===== config.mk =====
export PLATFORM = sky130hd
export DESIGN_NAME = nand_cmd_seq
export DESIGN_NICKNAME = d
export VERILOG_FILES = /design/src/rtl/nandseq_pkg.sv /design/src/rtl/nandseq_plan.sv /design/src/rtl/nandseq_store.sv /design/src/rtl/nandseq_issue.sv /design/src/rtl/nand_cmd_seq.sv
export SDC_FILE = /design/constraint.sdc
export NUM_CORES = 1
export LEC_CHECK = 0
export ABC_AREA = 1
export BUFFER_PORTS_ARGS = -buffer_cell sky130_fd_sc_hd__buf_2
export CAP_MARGIN = 20
export CORE_UTILIZATION = 35
export DETAILED_ROUTE_END_ITERATION = 8
export PLACE_DENSITY = 0.57
export RECOVER_POWER = 25
export SLEW_MARGIN = 0
export SYNTH_ARGS = -nofsm -noshare
export SYNTH_HDL_FRONTEND = slang
export SYNTH_SLANG_ARGS = --single-unit

===== constraint.sdc =====
create_clock -name clk -period 6.3 [get_ports clk]
set_input_delay 0.63 -clock clk [delete_from_list [all_inputs] [get_ports clk]]
set_output_delay 0.63 -clock clk [all_outputs]
set_load 0.02 [all_outputs]

===== src/rtl/nandseq_pkg.sv =====
package nandseq_pkg;
  localparam int PAGE_W = 24;

  typedef enum logic [1:0] {
    K_CMD  = 2'd0,
    K_ADDR = 2'd1,
    K_DIN  = 2'd2,
    K_DOUT = 2'd3
  } step_kind_t;

  typedef struct packed {
    step_kind_t  kind;
    logic [7:0]  data;
  } step_t;

  localparam logic [7:0] OP_READ       = 8'h00;
  localparam logic [7:0] OP_READ_SPARE = 8'h50;
  localparam logic [7:0] OP_PROG       = 8'h10;
  localparam logic [7:0] OP_CONFIRM    = 8'h30;
endpackage


===== src/rtl/nandseq_plan.sv =====
module nandseq_plan
  import nandseq_pkg::*;
#(
  parameter int AREAS     = 4,
  parameter int MAX_STEPS = 16,
  localparam int CNT_W    = $clog2(MAX_STEPS + 1)
) (
  input  logic [7:0]                  cmd,
  input  logic                        col_en,
  input  logic                        page_en,
  input  logic [PAGE_W-1:0]           page,
  input  logic                        big,
  input  logic                        dense,
  output step_t [MAX_STEPS-1:0]       plan,
  output logic [CNT_W-1:0]            len
);
  logic       is_read;
  logic       is_prog;
  logic [7:0] cmd_eff;

  always_comb begin
    is_read = (cmd == OP_READ) || (cmd == OP_READ_SPARE);
    is_prog = (cmd == OP_PROG);
    cmd_eff = (big && cmd == OP_READ_SPARE) ? OP_READ : cmd;
  end

  always_comb begin
    logic [CNT_W-1:0] n;
    n    = '0;
    plan = '0;
    // data-input transfers precede the program command
    if (is_prog) begin
      for (int a = 0; a < AREAS; a++) begin
        if (a == 0 || big) begin
          plan[n] = '{kind: K_DIN, data: 8'(a)};
          n = n + 1'b1;
        end
      end
    end
    plan[n] = '{kind: K_CMD, data: cmd_eff};
    n = n + 1'b1;
    if (col_en) begin
      plan[n] = '{kind: K_ADDR, data: 8'h00};
      n = n + 1'b1;
      if (big) begin
        plan[n] = '{kind: K_ADDR, data: 8'h00};
        n = n + 1'b1;
      end
    end
    if (page_en) begin
      plan[n] = '{kind: K_ADDR, data: page[7:0]};
      n = n + 1'b1;
      plan[n] = '{kind: K_ADDR, data: page[15:8]};
      n = n + 1'b1;
      if (dense) begin
        plan[n] = '{kind: K_ADDR, data: page[23:16]};
        n = n + 1'b1;
      end
    end
    if (is_read) begin
      if (big) begin
        plan[n] = '{kind: K_CMD, data: OP_CONFIRM};
        n = n + 1'b1;
      end
      for (int a = 0; a < AREAS; a++) begin
        if (a == 0 || big) begin
          plan[n] = '{kind: K_DOUT, data: 8'(a)};
          n = n + 1'b1;
        end
      end
    end
    len = n;
  end
endmodule


===== src/rtl/nandseq_store.sv =====
module nandseq_store
  import nandseq_pkg::*;
#(
  parameter int MAX_STEPS = 16,
  localparam int IDX_W    = $clog2(MAX_STEPS)
) (
  input  logic                  clk,
  input  logic                  we,
  input  step_t [MAX_STEPS-1:0] wr_plan,
  input  logic [IDX_W-1:0]      rd_idx,
  output step_t                 rd_step
);
  step_t mem [MAX_STEPS];

  always_ff @(posedge clk) begin
    if (we) begin
      for (int i = 0; i < MAX_STEPS; i++) mem[i] <= wr_plan[i];
    end
  end

  assign rd_step = mem[rd_idx];
endmodule


===== src/rtl/nandseq_issue.sv =====
module nandseq_issue
  import nandseq_pkg::*;
#(
  parameter int MAX_STEPS = 16,
  localparam int IDX_W    = $clog2(MAX_STEPS),
  localparam int CNT_W    = $clog2(MAX_STEPS + 1)
) (
  input  logic             clk,
  input  logic             rst,
  input  logic             start,
  input  logic [CNT_W-1:0] len,
  input  step_t            first,
  input  step_t            rd_step,
  output logic [IDX_W-1:0] rd_idx,
  input  logic             step_ready,
  output logic             step_valid,
  output step_t            step,
  output logic             busy,
  output logic             done
);
  logic [IDX_W-1:0] ptr;
  logic [CNT_W-1:0] total;
  logic [CNT_W-1:0] nxt;

  assign nxt    = CNT_W'(ptr) + 1'b1;
  assign rd_idx = IDX_W'(nxt);

  always_ff @(posedge clk) begin
    if (rst) begin
      busy       <= 1'b0;
      step_valid <= 1'b0;
      done       <= 1'b0;
      ptr        <= '0;
      total      <= '0;
      step       <= '0;
    end else begin
      done <= 1'b0;
      if (start) begin
        busy       <= 1'b1;
        step_valid <= 1'b1;
        step       <= first;
        ptr        <= '0;
        total      <= len;
      end else if (step_valid && step_ready) begin
        if (nxt < total) begin
          ptr  <= rd_idx;
          step <= rd_step;
        end else begin
          step_valid <= 1'b0;
          busy       <= 1'b0;
          done       <= 1'b1;
        end
      end
    end
  end
endmodule


===== src/rtl/nand_cmd_seq.sv =====
module nand_cmd_seq
  import nandseq_pkg::*;
#(
  parameter int COL_W     = 12,
  parameter int AREAS     = 4,
  parameter int MAX_STEPS = 16
) (
  input  logic              clk,
  input  logic              rst,
  input  logic              req_valid,
  output logic              req_ready,
  input  logic [7:0]        req_cmd,
  input  logic              req_col_en,
  input  logic [COL_W-1:0]  req_col,
  input  logic              req_page_en,
  input  logic [23:0]       req_page,
  input  logic              req_big,
  input  logic              req_dense,
  output logic [COL_W-1:0]  col_idx,
  output logic              step_valid,
  input  logic              step_ready,
  output logic [1:0]        step_kind,
  output logic [7:0]        step_data,
  output logic              done
);
  localparam int IDX_W = $clog2(MAX_STEPS);
  localparam int CNT_W = $clog2(MAX_STEPS + 1);

  step_t [MAX_STEPS-1:0] plan;
  logic [CNT_W-1:0]      len;
  logic                  busy;
  logic                  start;
  logic [IDX_W-1:0]      rd_idx;
  step_t                 rd_step;
  step_t                 step;

  assign req_ready = !busy;
  assign start     = req_valid && !busy;

  nandseq_plan #(.AREAS(AREAS), .MAX_STEPS(MAX_STEPS)) i_plan (
    .cmd(req_cmd), .col_en(req_col_en), .page_en(req_page_en),
    .page(req_page), .big(req_big), .dense(req_dense),
    .plan(plan), .len(len)
  );

  nandseq_store #(.MAX_STEPS(MAX_STEPS)) i_store (
    .clk(clk), .we(start), .wr_plan(plan),
    .rd_idx(rd_idx), .rd_step(rd_step)
  );

  nandseq_issue #(.MAX_STEPS(MAX_STEPS)) i_issue (
    .clk(clk), .rst(rst), .start(start), .len(len), .first(plan[0]),
    .rd_step(rd_step), .rd_idx(rd_idx), .step_ready(step_ready),
    .step_valid(step_valid), .step(step), .busy(busy), .done(done)
  );

  always_ff @(posedge clk) begin
    if (rst) col_idx <= '0;
    else if (start) col_idx <= req_col_en ? req_col : '0;
  end

  assign step_kind = step.kind;
  assign step_data = step.data;
endmodule


* After elaboration in Yosys (flattened, before gate mapping)
Memory sizes are Yosys's and may differ from the RTL's.
Index checks and enable logic that the tools add are counted.
** Storage, ports and cells
- Memories :: 1
- Register bits :: 33
- RAM bits :: 160
** Cells by class
- Add/subtract/negate cells :: 15
- Order comparisons :: 29
- Eq/ne operators :: 3
- Reduce and logical (&&, ||, !) cells :: 27
- Bitwise logic cells :: 31
- Mux-type cells :: 83
** Memories
- i_store.mem :: words 16, bits a word 10, rd ports 1, clocked after Yosys merged registers in 0, write ports 16, RTL line nandseq_store.sv:13 : step_t mem [MAX_STEPS];
** Operator list (count)
- $mux W160 :: 19
- $bwmux W160 :: 4
- $demux W10 S4 :: 14
- $not A128 Y128 :: 4
- $and A128 B128 Y128 :: 3
- $and A112 B112 Y112 :: 3
- $not A112 Y112 :: 3
- $and A144 B144 Y144 :: 2
- $not A144 Y144 :: 2
- $mux W10 :: 18
- $or A48 B48 Y48 :: 3
- $and A8 B128 Y128 :: 1
- $mux W5 :: 20
- $and A96 B96 Y96 :: 1
- $not A96 Y96 :: 1
- $or A32 B32 Y32 :: 3
- $add A5 B1 Y5 const B :: 14
- $ge A5 B1 Y1 const B :: 14
- $lt A5 B5 Y1 const B :: 14
- $or A64 B64 Y64 :: 1
- $or A16 B16 Y16 :: 2
- $or A2 B32 Y32 :: 1
- $logic_and A1 B1 Y1 :: 17
- $mux W12 :: 1
- 15 further kinds :: 23

* Longest topological paths before layout
Gate-level depths: netlist of run 1.
- Depth in word-level cells :: 41
- Gate-level depth with buffers :: 41
- Gate-level depth less buffers :: 41

* Hierarchy
A second synthesis of run 1 with hierarchy kept.
** Second synthesis, totals
- Cell total of the unflattened synthesis :: 2534
- Area, all modules :: 16852.4 um^2
** By module, submodules not included
- nandseq_plan :: sequential area each 0.0 um^2, area an instance 8130.3 um^2, cells an instance 1608, times used 1
- nandseq_store :: sequential area each 4804.6 um^2, area an instance 6889.1 um^2, cells an instance 645, times used 1
- nandseq_issue :: sequential area each 420.4 um^2, area an instance 1223.7 um^2, cells an instance 177, times used 1
- nand_cmd_seq :: sequential area each 240.2 um^2, area an instance 609.3 um^2, cells an instance 104, times used 1

* Worst setup path after synthesis of run 1
Ideal clock, no wire load.
- Path kind :: input -> register
- Start point :: input req_big
- End point :: memory i_store.mem[15][2] (netlist bit), data pin
- Cell stages on the path :: 34
- Setup time :: 0.130 ns
- Path slack :: -0.157 ns
- Arrival :: 6.327 ns
- Path through :: inv_1 buf_2 buf_1 ha_1 inv_2 nand2_2 nand2_2 inv_2 ha_1 inv_2 nor2_1 inv_1 ha_1 inv_1 ha_1 ha_1 o22ai_1 inv_1 ha_1 nand2_1 o21ai_0 fa_1 nor2_1 nor2_1 ha_1 nand2_1 nand2_1 ha_1 or2_2 o21ai_0 a21oi_1 nor2_1 o2111ai_1 inv_1
** RTL lines
- start: declaration :: RTL line nand_cmd_seq.sv:17 : input logic req_big,
- end: declaration :: RTL line nandseq_store.sv:13

==> results of run 1 <==
-- report_power, final --
part           internal (mW)  switching, mW
logic                  0.286          0.645
registers               1.47         0.0284
clock network          0.526          0.552
-- metal layers --
metal | routed length (µm) | up-vias | share of wire (%)
met3 | 7060 | 119 | 10
met4 | 2230 | 0 | 3.2
met5 | 0 | - | 0
li1 | - | 7953 | -
met2 | 31000 | 960 | 44
met1 | 30500 | 8111 | 43
-- area by class of cell --
type / count / area, µm² / area share, %
timing repair buffer: 253 / 1720 / 9.42
inverter: 264 / 993 / 5.42
tap: 592 / 741 / 4.04
sequential: 193 / 5470 / 29.9
antenna: 2 / 5.00 / 0.0273
clock buffer: 17 / 425 / 2.32
clock inverter: 15 / 143 / 0.779
multi-input combinational: 1633 / 8810 / 48.1
-- critical path, delay by kind of cell --
family | cells | cell delay, ns
fa+ha+maj | 9 | 2.54
compound gates | 5 | 0.64
buf+inv | 11 | 0.90
simple gates | 13 | 1.43
-- placed cells by master, fill, tap and decap left out, drive strengths merged, types with 33 or more instances in the layout --
| master | instances |
|---|---|
| o21ai | 341 |
| o211ai | 70 |
| nor2 | 320 |
| clkbuf | 43 |
| dfxtp | 33 |
| ha | 44 |
| buf | 227 |
| o221ai | 35 |
| nand2 | 385 |
| inv | 266 |
| a21oi | 181 |
| edfxtp | 160 |
| nand3 | 87 |
-- state kept, by name (all words and copies together) (netlist names) --
name / cells
col_idx: 12
i_issue.done: 1
i_issue.busy: 1
i_issue.ptr: 4
i_issue.step: 10
i_store.mem: 160
i_issue.total: 5
-- worst max path at each step --
stage,endpoint,slack [ns],cells after the start
after floorplan,i_issue.step[9],0.01,5
after global placement,i_store.mem[15][6],-0.009,38
after detailed placement,i_store.mem[15][3],-0.08,38
after CTS,i_store.mem[15][3],0.38,38
after global routing,i_store.mem[15][2],0.02,43
final,i_store.mem[15][3],0.50,38
-- stage by stage --
step | cells | TNS (ns) | instance area, µm² | utilization, % | hold slack (ns)
finish | 2969 | 0 | 18300 | 41.4 | 0.415
global route | 2967 | 0 | 18300 | 41.4 | 0.410
CTS | 2966 | 0 | 18300 | 41.4 | 0.404
detailed placement | 2934 | -0.279 | 17800 | 40.2 | 0.450
global placement | 2934 | -0.0129 | 17800 | 40.2 | 0.444
floorplan | 2206 | 0 | 15700 | - | 0.429
-- kinds of logic (layout without fill, tap and decap cells) --
family                   count (synthesis)  in the layout  synth area share, %
XOR/XNOR                                 3              3                0.168
buffers and inverters                  380            549                 9.25
other                                    1              4               0.0239
AND/OR/NAND/NOR                        848            848                 24.6
flip-flops                             193            193                 34.8
adder cells (fa/ha/maj)                 45             45                 3.64
AO/OA/AOI/OAI                          735            735                 27.5
==> results.json, run 1 <==
{
  "min_delay_path_depth": 2,
  "clk_pin_slew_ns": 0.08,
  "dieArea_um2": 45700,
  "drt_iter0_markers": 2183,
  "synth.avg_cell_area_um2": 7.11,
  "clock_latency_ns": 0.45,
  "cts_num_sinks": 193,
  "crit_path_end_kind": "flip-flop",
  "fin_crit_ns": 5.80,
  "async_flop_share_pct": 0,
  "grt_pass1_vias": 15506,
  "slowest_stage": "fa_1",
  "cp.arrival_ns": 6.14,
  "first_pass_iters": 6,
  "ys_ff_latch": 193,
  "ctsHoldBuffers": 0,
  "holdPathEnd": "col_idx[3]",
  "use_met2_pct": 47.9,
  "hp-class": "primary input to flip-flop",
  "tritoncts": "built",
  "slowest_delay_ns": 0.56,
  "drt_wl_total_um": 70800,
  "grt_usage_pct": 31.1,
  "root_buffer": "clkbuf_16",
  "ys_seq_area_share_pct": 34.8,
  "busiest_layer": "met2",
  "setup.worst_path.start": "req_cmd[3]",
  "synthTopCellsByCount": "331 x nand2_1, 331 x o21ai_0, 302 x nor2_1",
  "die_x_um": 214,
  "start_kind": "primary input",
  "io_pins": 77,
  "setup_viol": 0,
  "place_ws_ns": -0.0756,
  "fin_nets": 2459,
  "leakagePower_nw": 7.64,
  "crit_type": "primary input to flip-flop",
  "yosysWarnings": 0,
  "postCtsSetupRepairBufs": 0,
  "rsz0062_at_grt": "false",
  "initial_core_util_pct": 35.5,
  "worst_slack_ns": 0.496,
  "hpwl_um": 55100,
  "failed_checks": "max-capacitance violations, max-slew violations",
  "die_h_um": 214,
  "gp_congestion": 1.00,
  "nFillCells": 4630,
  "status": "finished with violations",
  "tightest_slew_ns": 1.71,
  "total_power_mw": 3.51,
  "grt_util_met1_pct": 43.4,
  "power-per-cell-area_nw_per_um2": 191,
  "worstHoldStart": "req_col[3]",
  "syn-cell-area_um2": 15700,
  "grt_max_degree": 151,
  "post_cts_resized": 0,
  "ff2ff_setup_slack_ns": 2.95,
  "synth_largest_area_cell": "edfxtp_1",
  "gr-total-overflow": 0,
  "maxCapViolCount": 1,
  "netlist_instances": 2205,
  "maxSlewViolCount": 20,
  "synth.area.top_cells": "edfxtp_1 31%, o21ai_0 11%, nand2_1 7.9%",
  "grt_antenna_before_repair": 2,
  "route.detailed.drc": 0,
  "hold_viol": 0,
  "reg2reg_from": "i_issue.ptr[0]",
  "relSlewSlack_pct": -14.7,
  "dr_total_vias": 17143,
  "r2r-end": "i_issue.step[3]",
  "worstPathRequired_ns": 6.63,
  "core-area_um2": 44200,
  "synth_cell_types": 59,
  "synth_top_area_share_pct": 30.6,
  "rows": 77,
  "ir_drop_v": 0.000200,
  "synth-edff-count": 160,
  "syn_to_final_growth_pct": 16.8,
  "grt_use_met3_pct": 5.74,
  "fin_worst_skew_ns": 0.00969,
  "ant_nets": 0,
  "synth_ff_type": "edfxtp_1",
  "via_per_inst": 5.77,
  "fmax_mhz": 172,
  "cts.htree.levels": 4,
  "portBuffers": 76,
  "cts_max_path_buffers": 2,
  "fin_crit_sh_pct": 92.1,
  "ff2ff_path_depth": 11,
  "cp_max_fo": 4,
  "drive_gt1_share_pct": 16.6,
  "grt_pass1_wl_um": 103000,
  "numCtsBuffers": 17,
  "routedWlPerCell_um": 23.8
}
No activity file was read; power rests on OpenSTA's default activity.
==> run 2, diff against run 1 <==
--- a/config.mk
+++ b/config.mk
@@ -5,7 +5,6 @@
 export SDC_FILE = /design/constraint.sdc
 export NUM_CORES = 1
 export LEC_CHECK = 0
-export ABC_AREA = 1
 export BUFFER_PORTS_ARGS = -buffer_cell sky130_fd_sc_hd__buf_2
 export CAP_MARGIN = 20
 export CORE_UTILIZATION = 35
==> results.json, run 2 <==
{
  "drive_gt1_share_pct": 29.6,
  "grt_util_met1_pct": 43.0,
  "path_buf_inv": 2,
  "async_flop_share_pct": 0,
  "dr_total_vias": 16669,
  "routedWlPerCell_um": 26.0,
  "fin_crit_ns": 6.44,
  "yosysWarnings": 0,
  "fmax_mhz": 155,
  "synth-edff-count": 160,
  "fin_nets": 2206,
  "initial_core_util_pct": 35.5,
  "place_ws_ns": -0.941,
  "syn_to_final_growth_pct": 29.5,
  "worst_slack_ns": -0.140,
  "layout_common_cells": "310 x buf_4, 220 x nand2_1, 182 x nor2_1",
  "root_buffer": "clkbuf_16",
  "tritoncts": "built",
  "fin_worst_skew_ns": 0.0174,
  "leakagePower_nw": 7.55,
  "synth_ff_type": "edfxtp_1",
  "netlist_instances": 1829,
  "ant_nets": 0,
  "syn-cell-area_um2": 15700,
  "synthTopCellsByCount": "226 x nand2_1, 199 x nor2_1, 184 x a21oi_1",
  "slowest_delay_ns": 0.56,
  "route.detailed.drc": 0,
  "cp_max_fo": 4,
  "slowest_stage": "or4_4",
  "hp-class": "primary input to flip-flop",
  "first_pass_iters": 6,
  "hold_viol": 0,
  "busiest_layer": "met2",
  "start_kind": "primary input",
  "rows": 77,
  "synth_top_area_share_pct": 30.6,
  "cts.htree.levels": 4,
  "use_met2_pct": 46.4,
  "maxSlewViolCount": 0,
  "maxCapViolCount": 0,
  "portBuffers": 76,
  "dieArea_um2": 45800,
  "final_common_cell": "buf_4",
  "via_per_inst": 6.14,
  "crit_type": "primary input to flip-flop",
  "ctsHoldBuffers": 0,
  "numCtsBuffers": 17,
  "hpwl_um": 54400,
  "grt_pass1_vias": 15935,
  "timing.critical_path.mode_cell": "ha_4",
  "synth.avg_cell_area_um2": 8.59,
  "relSlewSlack_pct": 6.43,
  "largest-register": "i_store.mem",
  "crit_path_end_kind": "flip-flop",
  "drt_iter0_markers": 2180,
  "status": "finished with violations",
  "cp.arrival_ns": 6.72,
  "clk_pin_slew_ns": 0.08,
  "grt_pass1_wl_um": 104000,
  "clock_latency_ns": 0.45,
  "synth_cell_types": 91,
  "die_x_um": 214,
  "biggestRegsByFlops": "i_store.mem: 160 flops, col_idx: 12 flops, i_issue.step: 10 flops",
  "cts_num_sinks": 193,
  "grt_use_met3_pct": 5.26,
  "die_h_um": 214,
  "tightest_slew_ns": 1.40,
  "gr-total-overflow": 0,
  "worstPathRequired_ns": 6.58,
  "cts_max_path_buffers": 2,
  "critPathTopFamily": "simple AND/OR/NAND/NOR gates",
  "ys_ff_latch": 193,
  "fin_crit_sh_pct": 102,
  "drt_wl_total_um": 70600,
  "core-area_um2": 44200,
  "io_pins": 77,
  "failed_checks": "negative setup slack",
  "synth_largest_area_cell": "edfxtp_1",
  "power-per-cell-area_nw_per_um2": 195,
  "grt_usage_pct": 30.3,
  "grt_antenna_before_repair": 3,
  "grt_max_degree": 93,
  "rsz0062_at_grt": "true",
  "synth.area.top_cells": "edfxtp_1 31%, mux4_2 6.3%, a21oi_1 5.9%",
  "largest_reg_flops": 160,
  "ys_seq_area_share_pct": 34.8,
  "setup_viol": 12,
  "yosysMostFrequentCell": "nand2_1",
  "finish.utilization_pct": 46.0,
  "gp_congestion": 1.05,
  "ir_drop_v": 0.000149
}
-- run 2: kinds of logic (layout without fill, tap and decap cells) --
kind of cell | count (synthesis) | count (layout) | share of synthesized area [%]
mux | 98 | 98 | 9.94
simple gates | 723 | 723 | 20.8
xor+xnor | 43 | 43 | 3.35
other cells | 1 | 3 | 0.0239
flops | 193 | 193 | 34.8
buf+inv | 179 | 471 | 4.40
fa+ha+maj | 45 | 45 | 3.63
compound gates | 547 | 547 | 23.0
-- run 2: final timing paths --
check / startpoint / to / slack (ns) / cells past startpoint
worst max-delay path: req_cmd[3] / i_store.mem[15][7] / -0.14 / 28
worst min register to register: i_issue.total[0] / i_issue.total[0] / 0.45 / 2
worst min-delay path: req_col[5] / col_idx[5] / 0.41 / 2
worst max register to register: i_issue.ptr[2] / i_issue.step[8] / 2.65 / 13
-- run 2: area by class of cell --
| class | count | area [µm²] |
|---|---|---|
| clock inverters | 15 | 168 |
| diodes | 1 | 2.50 |
| well taps | 592 | 741 |
| flip-flops and latches | 193 | 5470 |
| repair buffers | 403 | 2890 |
| multi-input cells | 1458 | 10500 |
| fillers | 4295 | 23900 |
| clock buffers | 17 | 425 |
| inverters | 36 | 145 |
-- run 2: through the flow --
step                      std cells  total power, mW  hold slack, ns  instance area [µm²]  TNS [ns]
final                          2715             3.96           0.406                20400    -0.626
after global routing           2714             4.10           0.388                20400    -20.95
after CTS                      2694             3.85           0.381                19700    -0.368
after detailed placement       2652             2.75           0.448                18800    -98.48
after global placement         2652             2.74           0.446                18800    -84.18
after floorplan                1830             2.16           0.429                16100    -75.12
-- run 2: report_power, final --
| group | total, mW | switching, mW | internal (mW) | leakage, nW |
|---|---|---|---|---|
| Clock | 1.10 | 0.567 | 0.536 | 0.280 |
| Combinational | 1.38 | 0.827 | 0.554 | 5.38 |
| Sequential | 1.48 | 0.0240 | 1.45 | 1.89 |
| Total | 3.96 | 1.42 | 2.54 | 7.55 |
-- run 2: metal layers --
layer	wire length, µm	vias up
met5	13	-
met4	2000	2
met3	7220	128
met2	31400	1046
met1	30000	8054
li1	-	7439
-- run 2: repair_timing --
item / CTS / global route
setup buffers: 11 / 20
endpoints found under the setup margin: 134 / 148
gates resized for setup: 31 / 111
pin swaps: 21 / 29
